**src/rtl/dram_rc_pkg.sv**
```systemverilog
package dram_rc_pkg;
    typedef enum logic [2:0] {
        ST_IDLE = 3'd0,
        ST_ROW  = 3'd1,
        ST_COL  = 3'd2,
        ST_XFER = 3'd3,
        ST_REF  = 3'd4
    } seq_state_e;
endpackage

```
**src/rtl/dram_ref_timer.sv**
```systemverilog
module dram_ref_timer #(
    parameter int INTERVAL = 1024
) (
    input  logic clk,
    input  logic rst_n,
    output logic tick
);
    localparam int CW = (INTERVAL > 2) ? $clog2(INTERVAL) : 1;
    localparam logic [CW-1:0] LAST = CW'(INTERVAL - 1);

    typedef struct packed {
        logic [CW-1:0] cnt;
    } tmr_t;

    tmr_t tmr_d, tmr_q;

    always_comb begin
        tmr_d = tmr_q;
        if (tmr_q.cnt == LAST) tmr_d.cnt = '0;
        else                   tmr_d.cnt = tmr_q.cnt + 1'b1;
    end

    always_ff @(posedge clk or negedge rst_n) begin
        if (!rst_n) tmr_q <= '0;
        else        tmr_q <= tmr_d;
    end

    assign tick = (tmr_q.cnt == LAST);

    // the tick is a single-cycle pulse, once per interval
    assert_tick_pulse_R6: assert property (@(posedge clk) disable iff (!rst_n)
        tick |=> !tick);
endmodule

```
**src/rtl/dram_addr_mux.sv**
```systemverilog
module dram_addr_mux #(
    parameter int HALF_W = 11
) (
    input  dram_rc_pkg::seq_state_e st,
    input  logic [HALF_W-1:0]       row,
    input  logic [HALF_W-1:0]       col,
    input  logic [HALF_W-1:0]       ref_row,
    output logic [HALF_W-1:0]       addr
);
    import dram_rc_pkg::*;

    always_comb begin
        unique case (st)
            ST_ROW:          addr = row;
            ST_COL, ST_XFER: addr = col;
            ST_REF:          addr = ref_row;
            default:         addr = '0;
        endcase
    end
endmodule

```
**src/rtl/dram_seq_fsm.sv**
```systemverilog
module dram_seq_fsm #(
    parameter int HALF_W = 11,
    parameter int DATA_W = 4,
    parameter int T_ROW  = 2,
    parameter int T_COL  = 2,
    parameter int T_XFER = 1
) (
    input  logic                  clk,
    input  logic                  rst_n,
    input  logic                  ref_tick,
    input  logic                  req_valid,
    output logic                  req_ready,
    input  logic                  req_write,
    input  logic [2*HALF_W-1:0]   req_addr,
    input  logic [DATA_W-1:0]     req_wdata,
    output logic                  rsp_valid,
    output logic [DATA_W-1:0]     rsp_rdata,
    output dram_rc_pkg::seq_state_e st,
    output logic [HALF_W-1:0]     row,
    output logic [HALF_W-1:0]     col,
    output logic [HALF_W-1:0]     ref_row,
    output logic                  row_strobe,
    output logic                  col_strobe,
    output logic                  dram_we,
    output logic [DATA_W-1:0]     dram_wdata,
    input  logic [DATA_W-1:0]     dram_rdata
);
    import dram_rc_pkg::*;

    localparam int AW   = 2 * HALF_W;
    localparam int TMAX = (T_ROW > T_COL) ? ((T_ROW > T_XFER) ? T_ROW : T_XFER)
                                          : ((T_COL > T_XFER) ? T_COL : T_XFER);
    localparam int TW   = $clog2(TMAX + 1);

    typedef struct packed {
        seq_state_e         st;
        logic [TW-1:0]      cnt;
        logic               pend;
        logic [HALF_W-1:0]  row;
        logic [HALF_W-1:0]  col;
        logic [HALF_W-1:0]  ref_row;
        logic               we;
        logic [DATA_W-1:0]  wdata;
        logic [DATA_W-1:0]  rdata;
        logic               rsp;
    } seq_t;

    seq_t s_d, s_q;

    always_comb begin
        s_d     = s_q;
        s_d.rsp = 1'b0;
        if (ref_tick) s_d.pend = 1'b1;
        unique case (s_q.st)
            ST_IDLE: begin
                if (s_q.pend) begin
                    s_d.st  = ST_REF;
                    s_d.cnt = TW'(T_ROW - 1);
                end else if (req_valid) begin
                    s_d.st    = ST_ROW;
                    s_d.cnt   = TW'(T_ROW - 1);
                    s_d.row   = req_addr[AW-1:HALF_W];
                    s_d.col   = req_addr[HALF_W-1:0];
                    s_d.we    = req_write;
                    s_d.wdata = req_wdata;
                end
            end
            ST_ROW: begin
                if (s_q.cnt == '0) begin
                    s_d.st  = ST_COL;
                    s_d.cnt = TW'(T_COL - 1);
                end else begin
                    s_d.cnt = s_q.cnt - 1'b1;
                end
            end
            ST_COL: begin
                if (s_q.cnt == '0) begin
                    s_d.st  = ST_XFER;
                    s_d.cnt = TW'(T_XFER - 1);
                end else begin
                    s_d.cnt = s_q.cnt - 1'b1;
                end
            end
            ST_XFER: begin
                if (s_q.cnt == '0) begin
                    s_d.st = ST_IDLE;
                    if (!s_q.we) begin
                        s_d.rdata = dram_rdata;
                        s_d.rsp   = 1'b1;
                    end
                end else begin
                    s_d.cnt = s_q.cnt - 1'b1;
                end
            end
            ST_REF: begin
                if (s_q.cnt == '0) begin
                    s_d.st      = ST_IDLE;
                    s_d.ref_row = s_q.ref_row + 1'b1;
                    s_d.pend    = ref_tick;
                end else begin
                    s_d.cnt = s_q.cnt - 1'b1;
                end
            end
            default: s_d.st = ST_IDLE;
        endcase
    end

    always_ff @(posedge clk or negedge rst_n) begin
        if (!rst_n) begin
            s_q    <= '0;
            s_q.st <= ST_IDLE;
        end else begin
            s_q <= s_d;
        end
    end

    assign st         = s_q.st;
    assign row        = s_q.row;
    assign col        = s_q.col;
    assign ref_row    = s_q.ref_row;
    assign req_ready  = (s_q.st == ST_IDLE) && !s_q.pend;
    assign row_strobe = (s_q.st != ST_IDLE);
    assign col_strobe = (s_q.st == ST_COL) || (s_q.st == ST_XFER);
    assign dram_we    = col_strobe && s_q.we;
    assign dram_wdata = s_q.wdata;
    assign rsp_valid  = s_q.rsp;
    assign rsp_rdata  = s_q.rdata;

    assert_col_inside_row_R3: assert property (@(posedge clk) disable iff (!rst_n)
        col_strobe |-> row_strobe);
    assert_ready_only_idle_R5: assert property (@(posedge clk) disable iff (!rst_n)
        req_ready |-> !row_strobe);
    assert_rsp_pulse_R4: assert property (@(posedge clk) disable iff (!rst_n)
        rsp_valid |=> !rsp_valid);
    assert_refrow_step_R7: assert property (@(posedge clk) disable iff (!rst_n)
        (s_q.st == ST_REF && s_q.cnt == '0) |=> (ref_row == HALF_W'($past(ref_row) + 1'b1)));
    assert_refresh_first_R9: assert property (@(posedge clk) disable iff (!rst_n)
        (s_q.st == ST_IDLE && s_q.pend) |=> (s_q.st == ST_REF));
    assert_access_unbroken_R8: assert property (@(posedge clk) disable iff (!rst_n)
        (col_strobe && $past(col_strobe)) |-> $stable(s_q.col));
endmodule

```
**src/rtl/dram_rc_ctrl.sv**
```systemverilog
module dram_rc_ctrl #(
    parameter int HALF_W       = 11,
    parameter int DATA_W       = 4,
    parameter int T_ROW        = 2,
    parameter int T_COL        = 2,
    parameter int T_XFER       = 1,
    parameter int REF_INTERVAL = 1560
) (
    input  logic                clk,
    input  logic                rst_n,
    input  logic                req_valid,
    output logic                req_ready,
    input  logic                req_write,
    input  logic [2*HALF_W-1:0] req_addr,
    input  logic [DATA_W-1:0]   req_wdata,
    output logic                rsp_valid,
    output logic [DATA_W-1:0]   rsp_rdata,
    output logic [HALF_W-1:0]   dram_addr,
    output logic                row_strobe,
    output logic                col_strobe,
    output logic                dram_we,
    output logic [DATA_W-1:0]   dram_wdata,
    input  logic [DATA_W-1:0]   dram_rdata
);
    import dram_rc_pkg::*;

    logic              ref_tick;
    seq_state_e        st;
    logic [HALF_W-1:0] row, col, ref_row;

    dram_ref_timer #(.INTERVAL(REF_INTERVAL)) u_timer (
        .clk  (clk),
        .rst_n(rst_n),
        .tick (ref_tick)
    );

    dram_seq_fsm #(
        .HALF_W(HALF_W), .DATA_W(DATA_W),
        .T_ROW(T_ROW), .T_COL(T_COL), .T_XFER(T_XFER)
    ) u_fsm (
        .clk       (clk),
        .rst_n     (rst_n),
        .ref_tick  (ref_tick),
        .req_valid (req_valid),
        .req_ready (req_ready),
        .req_write (req_write),
        .req_addr  (req_addr),
        .req_wdata (req_wdata),
        .rsp_valid (rsp_valid),
        .rsp_rdata (rsp_rdata),
        .st        (st),
        .row       (row),
        .col       (col),
        .ref_row   (ref_row),
        .row_strobe(row_strobe),
        .col_strobe(col_strobe),
        .dram_we   (dram_we),
        .dram_wdata(dram_wdata),
        .dram_rdata(dram_rdata)
    );

    dram_addr_mux #(.HALF_W(HALF_W)) u_mux (
        .st     (st),
        .row    (row),
        .col    (col),
        .ref_row(ref_row),
        .addr   (dram_addr)
    );

    // the shared bus holds still within one strobe phase
    assert_row_addr_hold_R2: assert property (@(posedge clk) disable iff (!rst_n)
        (row_strobe && !col_strobe && $past(row_strobe) && !$past(col_strobe))
        |-> $stable(dram_addr));
    assert_we_in_col_R4: assert property (@(posedge clk) disable iff (!rst_n)
        dram_we |-> col_strobe);
endmodule

```
**config.mk**
```make
export PLATFORM = sky130hd
export DESIGN_NAME = dram_rc_ctrl
export DESIGN_NICKNAME = d
export VERILOG_FILES = /design/src/rtl/dram_rc_pkg.sv /design/src/rtl/dram_ref_timer.sv /design/src/rtl/dram_addr_mux.sv /design/src/rtl/dram_seq_fsm.sv /design/src/rtl/dram_rc_ctrl.sv
export SDC_FILE = /design/constraint.sdc
export NUM_CORES = 1
export LEC_CHECK = 0
export ABC_AREA = 1
export BUFFER_PORTS_ARGS = -buffer_cell sky130_fd_sc_hd__buf_2
export CORE_UTILIZATION = 58
export CTS_BUF_LIST = sky130_fd_sc_hd__clkbuf_2 sky130_fd_sc_hd__clkbuf_4 sky130_fd_sc_hd__clkbuf_8
export CTS_CLUSTER_DIAMETER = 200
export DETAILED_ROUTE_END_ITERATION = 10
export PLACE_DENSITY = 0.85
export SYNTH_ARGS = -nofsm -noshare
export SYNTH_HDL_FRONTEND = slang
export SYNTH_SLANG_ARGS = --single-unit
export TNS_END_PERCENT = 50
```
**constraint.sdc**
```tcl
create_clock -name clk -period 1.6 [get_ports clk]
set_input_delay 0.16 -clock clk [delete_from_list [all_inputs] [get_ports clk]]
set_output_delay 0.16 -clock clk [all_outputs]
set_load 0.02 [all_outputs]
```
==> impl_results.md, run 1 <==
* Syn_area_per_cell at between 8 and 9 sq um
* Dpl hpwl at 5090 um
* CP max FO at 6
* Post-route setup slack at -0.120 ns
* Placement row count at 27
* Crit path capture type: output port
* Synth Instances at around 400
* Commonest non-fill, non-tap cell in the layout: nand2_1
* Max VDD drop at about 1.1 mV
* Die Width at 77.3 um
* Flops & latches, synth at 60
* CTS tree: yes
* Max clock buf depth at 2
* Post-synth cell types at 29
* Worst-Skew Late Latency at about 0.34 ns
* Synthesized area at 3290 sq um
* Critical path class: reg2out
* Unrepaired setup endpoints after global routing: yes
* Post-route minimum period at between 1.5 and 2 ns
* Fin nets at 515
* Fin area at a little over 4000 sq um
* Worst Setup Start Kind: flip-flop
* Crit-path max cell delay at approximately 0.44 ns
* Placer congestion estimate at 0.902
* Worst EP required at 1.44 ns
* Synth top area cells: dfrtp_1 46%, nand2_1 18%, nand3_2 6.1%
* Via Count at 2977
* Clock Power Share at ~22%
* DRC viols at 0
* Max-slew violation count at 0
* Pleak at about 2.1 nW
* Switching share of power at 40.8%
* Vias in the first global route at around 2.8k
* Hold crit path type: in2reg
* Sequential fraction of the synthesis area at 45.6%
* Largest net degree at the start of global routing at 61
* Initial antenna violation count at 0
* TritonCTS buffer count at 9
* DR vias/cell at approximately 5.4
* First-pass DRT Iterations at 5
* CTS clk-pin slew, worst paths at 0.07 ns
* Synth-to-layout area growth at 24.1%
* Total track usage at 28.2%
* Initial cell density of the core at between 60% and 70%
* Port Buffers at 57
* First-pass GRT wire length at 13000 um
* Syn. warnings at 0
* Status: finished with violations
* IO Count at 58
* Internal at between 4 and 5 mW
* Most frequent cells in the layout: 159 x nand2_1, 57 x dfrtp_1, 45 x buf_2
* Setup violators final at 12
* Peak Freq at just under 0.6 GHz
* Combinational group share of total power at between 40% and 50%
* Final core occ at between 70 and 80%
* Final ANT Viol Nets at 0
* Fin crit share at 108%
* Share of the synthesized area in the top cell type at between 40 and 50%
* Max-Slew Margin vs Limit at between 70% and 80%
* DRT Wirelength at between 8000 and 9000 um
* Skew final at between 0.008 and 0.009 ns
* Root buffer cell: clkbuf_8
* Pwr dens at 1740 nW/um^2
* Die extent in y at ~77 um
* P_sw at roughly 2.9 mW
* Syn Nets at around 440
* Reg power frac at 32.1%
* Violated checks: negative setup slack
* GRT overflow at 0
* Htree depth at 3
* Crit-path cells: inv_2, nor2_4, nand2_4, inv_4, nand2_1, o211ai_1, buf_4
* Iter 0 DRT Violations at 198
* Core footprint at roughly 5500 sq um
* Slew at the pin closest to its max-slew limit at 0.315 ns
* Arr. time, crit path at around 1.6 ns
* CP max-delay cell: dfrtp_2
* Largest area contributor in the netlist: dfrtp_1
* Ratio of cells with drive above 1 in the final layout at approximately 31%
* Die area at ~6000 sq um
* WL/cell at around 15 um
* Dpl cell area at around 3600 sq um
* Ant diodes at 0
* Max Cap Violations at 0
* Fin. Hold Viols at 0
* CTS sink count at 60
metal layers:
metal	share of wire, %	GRT usage (%)	vias to the layer above
met5	0	0	-
met4	3.2	15.1	0
met3	5.9	5.95	27
met2	49	43.3	148
met1	42	37.5	1393
li1	-	-	1409
cell families after synthesis:
logic type | synth area share, %
buffers and inverters | 10.4
AOI/OAI and AO/OA | 3.69
and+or+nand+nor | 35.9
xor gates and xnor gates | 2.40
DFF | 45.6
adders and majority gates | 1.90
power by group through the flow:
| stage | sequential [mW] | clock, mW | combinational (mW) |
|---|---|---|---|
| final | 2.29 | 1.54 | 3.29 |
| after global routing | 2.32 | 1.62 | 3.56 |
| after CTS | 2.25 | 1.54 | 2.91 |
| after detailed placement | 2.27 | 0 | 2.53 |
| after global placement | 2.27 | 0 | 2.47 |
| after floorplan | 2.17 | 0 | 2.15 |
registers in the layout (all words and copies together) (netlist names):
register and count:
u_fsm.s_q 4, u_fsm.rsp_rdata 4, u_fsm.ref_row 11, u_fsm.row 11, u_fsm.st 3, u_fsm.rsp_valid 1
u_timer.tmr_q 11, u_fsm.col 11, u_fsm.dram_wdata 4
synth_stat cells (all sizes together):
| master | number |
|---|---|
| dfrtp | 60 |
| a21oi | 2 |
| nand2 | 168 |
| nor4 | 1 |
| buf | 21 |
| clkinv | 1 |
| nor3 | 1 |
| xnor2 | 3 |
| nand4 | 7 |
| nand3b | 1 |
| or2 | 1 |
| o21ai | 8 |
| ha | 5 |
| nor2 | 28 |
| o211ai | 9 |
| nand3 | 43 |
| xor2 | 6 |
| inv | 39 |
timing repair:
action | in CTS | in global routing
gates cloned | 1 | 2
setup buffers | 11 | 1
endpoints found under the setup margin | 15 | 48
pin swaps | 6 | 4
hold buffers | 1 | 0
gates resized for setup | 17 | 31
hold endpoints to repair | 60 | 0
final cells by class:
| class | instances | area (sq um) |
|---|---|---|
| fill | 370 | 1390 |
| timing repair buffer | 79 | 551 |
| tap | 72 | 90.1 |
| multi-input combinational | 284 | 1540 |
| sequential | 60 | 1510 |
| inverter | 40 | 160 |
| clock inverter | 5 | 75.1 |
| clock buffer | 11 | 145 |
| timing repair inverter | 2 | 15.0 |
worst paths after layout:
check                                       from            endpoint  slack [ns]  cells after the start
worst max-delay path                 u_fsm.st[0]       dram_addr[10]       -0.12                      7
worst min-delay path               dram_rdata[2]  u_fsm.rsp_rdata[2]        0.02                      3
worst max register to register       u_fsm.st[1]        u_fsm.row[2]        0.06                      8
worst min register to register  u_timer.tmr_q[0]    u_timer.tmr_q[0]        0.46                      1
max in group asynchronous                  rst_n         u_fsm.st[2]        0.97                      3
min in group asynchronous                  rst_n     u_fsm.rsp_valid        0.35                      3
metrics by stage:
stage	power, mW	TNS (ns)	hold WS, ns	std cells	setup slack (ns)
final	7.11	-1.06	0.0176	553	-0.120
after global routing	7.51	-1.74	0.0242	553	-0.171
after CTS	6.69	-0.699	0.0206	550	-0.0906
after floorplan	4.33	0	-0.136	404	0.188
after global placement	4.74	0	0.189	521	0.0324
after detailed placement	4.81	0	0.189	521	0.00939
worst max-delay path, delay by kind of cell (launching register included):
kind            cells  cell delay, ns
simple gates        3            0.28
flops               1            0.44
compound gates      1            0.12
buf+inv             3            0.37
(Power assumes the default switching activity.)
==> inputs of run 2 (changes only) <==
Settings changed: PLACE_DENSITY 0.85 to 0.86.
==> run 2 against run 1 <==
The run still ends with negative setup slack left. Routed wire length is 6.7% lower. Via count down 2.3%. Largest cell class is now flip-flops and latches. Combinational power decreased by 5%. Hold slack better by 0.0016 ns. Sequential share of layout area is 0.49 points higher. Utilization down 0.98 points. Clock power down 14%. Fmax about the same. Flip-flop and latch count did not move. Die area did not move. First-iteration DRC count grew 18%.
==> impl_results.md, run 2 (synthesized netlist as in run 1, its figures left out) <==
* Status: finished with violations
* Violated checks: negative setup slack
* Dpl hpwl at approximately 5100 um
* Most frequent cells in the layout: 160 x nand2_1, 57 x dfrtp_1, 47 x buf_2
* First-pass DRT Iterations at 5
* Pleak at roughly 2.1 nW
* Initial cell density of the core at between 60% and 70%
* Largest net degree at the start of global routing at 61
* Total track usage at a little over a quarter
* Top sig layer: met4
* DP Cell Count at 525
* CTS clk-pin slew, worst paths at 0.07 ns
* Max-slew violation count at 0
* Initial antenna violation count at 0
* Max Cap Violations at 0
* First-pass GRT wire length at 12600 um
* Filler instances at just over 400
* Synth-to-layout area growth at 22.5%
* Die Width at around 77 um
* Unrepaired setup endpoints after global routing: yes
* Fin. Hold Viols at 0
* Commonest non-fill, non-tap cell in the layout: nand2_1
* Root buffer cell: clkbuf_8
* Vias in the first global route at roughly 2.8k
* Ant diodes at 0
* Fin nets at around 520
* Placer congestion estimate at 0.876
* DR vias/cell at 5.19
* Placement row count at 27
* Max clock buf depth at 2
* Final core occ at roughly 74%
* Die extent in y at 77.3 um
* Peak Freq at slightly below 0.6 GHz
* CTS sink count at 60
* Met3 WL at ~400 um
* Hold WS at approximately 0.019 ns
* Worst-Skew Late Latency at around 0.34 ns
* GRT overflow at 0
* Core footprint at about 5500 sq um
* Setup violators final at 12
* Met2 Wirelength at 3450 um
* Pwr dens at roughly 1700 nW/um^2
* DRT Wirelength at between 7000 and 8000 um
* CTS tree: yes
* Hold crit path type: in2reg
* Htree depth at 3
* Max VDD drop at approximately 1.1 mV
* Ratio of cells with drive above 1 in the final layout at slightly above 30%
* Post-route minimum period at about 1.7 ns
* Met1 wire length at ~3400 um
* Fin crit share at 108%
* Critical path class: reg2out
* Fin Setup TNS at -1.08 ns
* WL/cell at roughly 13 um
* Final ANT Viol Nets at 0
* TritonCTS buffer count at 9
* Arr. time, crit path at about 1.6 ns
* Worst Setup Start Kind: flip-flop
* DRC viols at 0
* Max-Slew Margin vs Limit at 78.2%
* Port Buffers at 57
* Final Non-Filler Cells at 561
* Post-route setup slack at -0.122 ns
* Via Count at roughly 2.9k
* Skew final at ~0.011 ns
* IO Count at just under 60
* Crit path capture type: output port
* Die area at ~6000 sq um
* Slew at the pin closest to its max-slew limit at approximately 0.33 ns
* CP max FO at 5
* Iter 0 DRT Violations at approximately 230
* Worst EP required at about 1.4 ns
-- run 2: cell count changes in the layout (fill, tap and decap cells not counted), sizes merged --
cell,before,now
nand2,169,168
bufinv,2,1
clkbuf,11,9
clkinvlp,2,4
buf,78,88
-- run 2: final cells by class --
type	instances	area, sq um	area share [%]
inverter	40	163	4.04
multi-input combinational	283	1490	36.9
clock inverter	7	67.6	1.68
timing repair buffer	89	584	14.5
sequential	60	1510	37.4
tap	72	90.1	2.24
clock buffer	9	124	3.07
timing repair inverter	1	7.51	0.186
-- run 2: worst paths after layout --
kind,start,to,slack [ns],depth (start not counted)
setup / recovery,u_fsm.st[1],dram_addr[2],-0.12,5
hold / removal,dram_rdata[3],u_fsm.rsp_rdata[3],0.02,3
setup reg to reg,u_fsm.st[1],u_fsm.s_q[9],0.04,7
hold reg to reg,u_timer.tmr_q[0],u_timer.tmr_q[0],0.47,1
max in group asynchronous,rst_n,u_fsm.st[0],0.95,3
min in group asynchronous,rst_n,u_fsm.s_q[44],0.34,3
-- run 2: critical path: stages (launching register included) --
cell      delay [ns]
dfrtp_2         0.47
nor2_8          0.16
nand2_4         0.08
buf_4           0.14
o211ai_1        0.19
buf_4           0.18
-- run 2: per-layer routing --
layer	vias to the layer above	track usage, %
met5	-	0
met4	0	13.4
li1	1423	-
met1	1357	36.9
met2	107	42.0
met3	22	4.52
-- run 2: where the power goes --
part | switching, mW | internal [mW] | leakage [nW]
clock | 0.618 | 0.709 | 0.0910
sequential | 0.322 | 1.95 | 0.756
combinational | 1.84 | 1.27 | 1.28
-- run 2: stage by stage --
| step | instance area (sq um) | worst slack [ns] | power [mW] |
|---|---|---|---|
| after detailed placement | 3590 | 0.0487 | 4.84 |
| after global routing | 4030 | -0.170 | 7.13 |
| after CTS | 3930 | -0.101 | 6.44 |
| after floorplan | 3290 | 0.188 | 4.33 |
| after global placement | 3590 | 0.0851 | 4.76 |
| final | 4030 | -0.122 | 6.72 |
-- run 2: repair_timing --
| action | in CTS | in global routing |
|---|---|---|
| hold buffers | 1 | 0 |
| endpoints found under the setup margin | 14 | 25 |
| pin swaps | 3 | 4 |
| buffers inserted | 10 | 9 |
| endpoints found under the hold margin | 60 | 0 |
| gates resized for setup | 23 | 12 |
| gates cloned | 1 | 0 |
==> inputs of run 3 (changes only) <==
Settings changed: PLACE_DENSITY 0.86 to 0.83, RECOVER_POWER set to 25.
==> run 3 against run 2 <==
The flow still finishes with violations (negative setup slack). Clock skew rose by 0.0017 ns. Flip-flop and latch count did not move. Total power rose by 6.4%. Final area rose by 0.96%. Clock power rose by 5%. Utilization rose by 0.71 points. Combinational power rose by 12%. Non-clock buffer count fell by 2. Count of clock-buffer cells in the layout did not move. Global-route usage rose by 0.60 points. Critical endpoint is now dram_addr[9]. Largest cell class unchanged. Highest routed layer unchanged.
==> impl_results.md, run 3 (synthesized netlist as in run 1, its figures left out) <==
* Placer congestion estimate at around 0.9
* Arr. time, crit path at ~1.7 ns
* Hold Crit Start: dram_rdata[0]
* Hold WS at 0.0109 ns
* Synth-to-layout area growth at 23.7%
* CP max FO at 5
* DRT Wirelength at about 8500 um
* Htree depth at 3
* Via Count at just over 3k
* Port Buffers at 57
* Fin. Hold Viols at 0
* Core footprint at 5470 sq um
* Most frequent cells in the layout: 161 x nand2_1, 57 x dfrtp_1, 44 x buf_2
* Max Cap Violations at 0
* Status: finished with violations
* Die Width at between 70 and 80 um
* Skew final at about 0.013 ns
* WL/cell at between 15 and 20 um
* IO Count at 58
* GRT overflow at 0
* Commonest non-fill, non-tap cell in the layout: nand2_1
* Fin Setup TNS at -2.17 ns
* Crit-path cells: nor2_8, nand2_4, buf_2, o211ai_1, buf_4
* Critical path class: reg2out
* Hold Path Stages at 3
* Placement row count at 27
* Final ANT Viol Nets at 0
* Root buffer cell: clkbuf_8
* Fin nets at 522
* CTS sink count at 60
* Worst R2R End: u_fsm.rsp_rdata[3]
* TritonCTS buffer count at 9
* Initial antenna violation count at 0
* Pwr dens at 1760 nW/um^2
* Iter 0 DRT Violations at 230
* Initial cell density of the core at 60.1%
* Setup violators final at 14
* Max-slew violation count at 0
* DR vias/cell at 5.39
* Total track usage at 27.7%
* Reg2reg start: u_fsm.s_q[45]
* Unrepaired setup endpoints after global routing: yes
* Worst-Skew Late Latency at 0.36 ns
* Max clock buf depth at 2
* Violated checks: negative setup slack
* Filler instances at between 300 and 400
* CTS clk-pin slew, worst paths at roughly 0.07 ns
* Die extent in y at ~77 um
* Post-route minimum period at about 1.9 ns
* Largest net degree at the start of global routing at 33
* Hold crit path type: in2reg
* Crit-path max cell delay at ~0.47 ns
* Fin crit share at 116%
* Peak Freq at ~0.54 GHz
* Post-route setup slack at -0.261 ns
* Worst Setup Start Kind: flip-flop
* Pleak at about 2.1 nW
* CTS tree: yes
* Max VDD drop at slightly above 1 mV
* Die area at 5980 sq um
* Ratio of cells with drive above 1 in the final layout at 30.7%
* Dpl hpwl at roughly 5100 um
* Max-Slew Margin vs Limit at a little over three fifths
* CP max-delay cell: dfrtp_2
* Min-Delay Endpoint: u_fsm.rsp_rdata[0]
* R2R Setup Slk at around 0.030 ns
* First-pass DRT Iterations at 6
* Worst EP required at between 1 and 1.5 ns
* DRC viols at 0
* Vias in the first global route at 2724
* Slew at the pin closest to its max-slew limit at about 0.56 ns
* Ant diodes at 0
* First-pass GRT wire length at between 10000 and 15000 um
* R2R cell count at 7
* Crit path capture type: output port
## run 3: cell types whose count changed in the layout (fill, tap and decap cells not counted), moves of 2 or more
cell	before	now
o21ai_1	2	0
nand2_4	5	3
buf_2	47	44
inv_1	34	32
clkinv_2	3	1
inv_4	1	3
buf_4	35	31
o21ai_0	6	8
## run 3: how the worst max path moves through the flow
stage,from,endpoint,slack (ns),cells past startpoint
final,u_fsm.st[1],dram_addr[9],-0.26,5
after CTS,u_fsm.st[0],dram_addr[2],-0.16,5
after detailed placement,u_fsm.st[1],dram_addr[0],0.04,5
after global routing,u_fsm.st[1],dram_addr[9],-0.25,5
after global placement,u_fsm.st[2],dram_addr[1],0.004,6
after floorplan,u_fsm.st[1],dram_addr[0],0.19,5
## run 3: per-stage QoR
step / instances / setup slack [ns] / instance area, sq um / utilization, % / power, mW
detailed placement: 523 / 0.0364 / 3580 / 65.5 / 4.85
CTS: 547 / -0.159 / 3920 / 71.7 / 6.55
global route: 560 / -0.248 / 4070 / 74.3 / 7.47
floorplan: 404 / 0.188 / 3290 / - / 4.33
global placement: 523 / 0.00392 / 3580 / 65.5 / 4.76
finish: 560 / -0.261 / 4070 / 74.3 / 7.15
## run 3: area by class of cell
type,instances,area [sq um],area share (%)
repair inverters,2,15.0,0.369
well taps,72,90.1,2.21
flip-flops and latches,60,1510,37.0
clock inverters,7,75.1,1.85
clock buffers,9,124,3.05
inverters,40,163,4.00
repair buffers,87,607,14.9
multi-input cells,283,1490,36.6
## run 3: metal layers
layer	track usage [%]	routed length, um
met2	44.9	4120
met4	14.2	309
met3	5.60	562
met5	0	0
met1	35.2	3500
## run 3: power by group
group          switching [mW]  total (mW)  internal [mW]  leakage [nW]
combinational            2.02        3.48           1.46          1.27
sequential              0.329        2.28           1.95         0.756
clock                   0.666        1.39          0.722        0.0918
total                    3.02        7.15           4.13          2.11
## run 3: timing repair
item                                    CTS  global route
resized for setup                        20            20
hold buffers                              1             0
pin swaps                                 5             7
endpoints found under the hold margin    21             0
setup buffers                             5            11
cloned                                    2             2
endpoints found under the setup margin   14            20
## run 3: critical path: cells and delay by family (launching register included)
kind,cells,cell delay (ns)
AOI/OAI and AO/OA,1,0.26
buffers and inverters,2,0.36
DFF,1,0.47
and+or+nand+nor,2,0.26
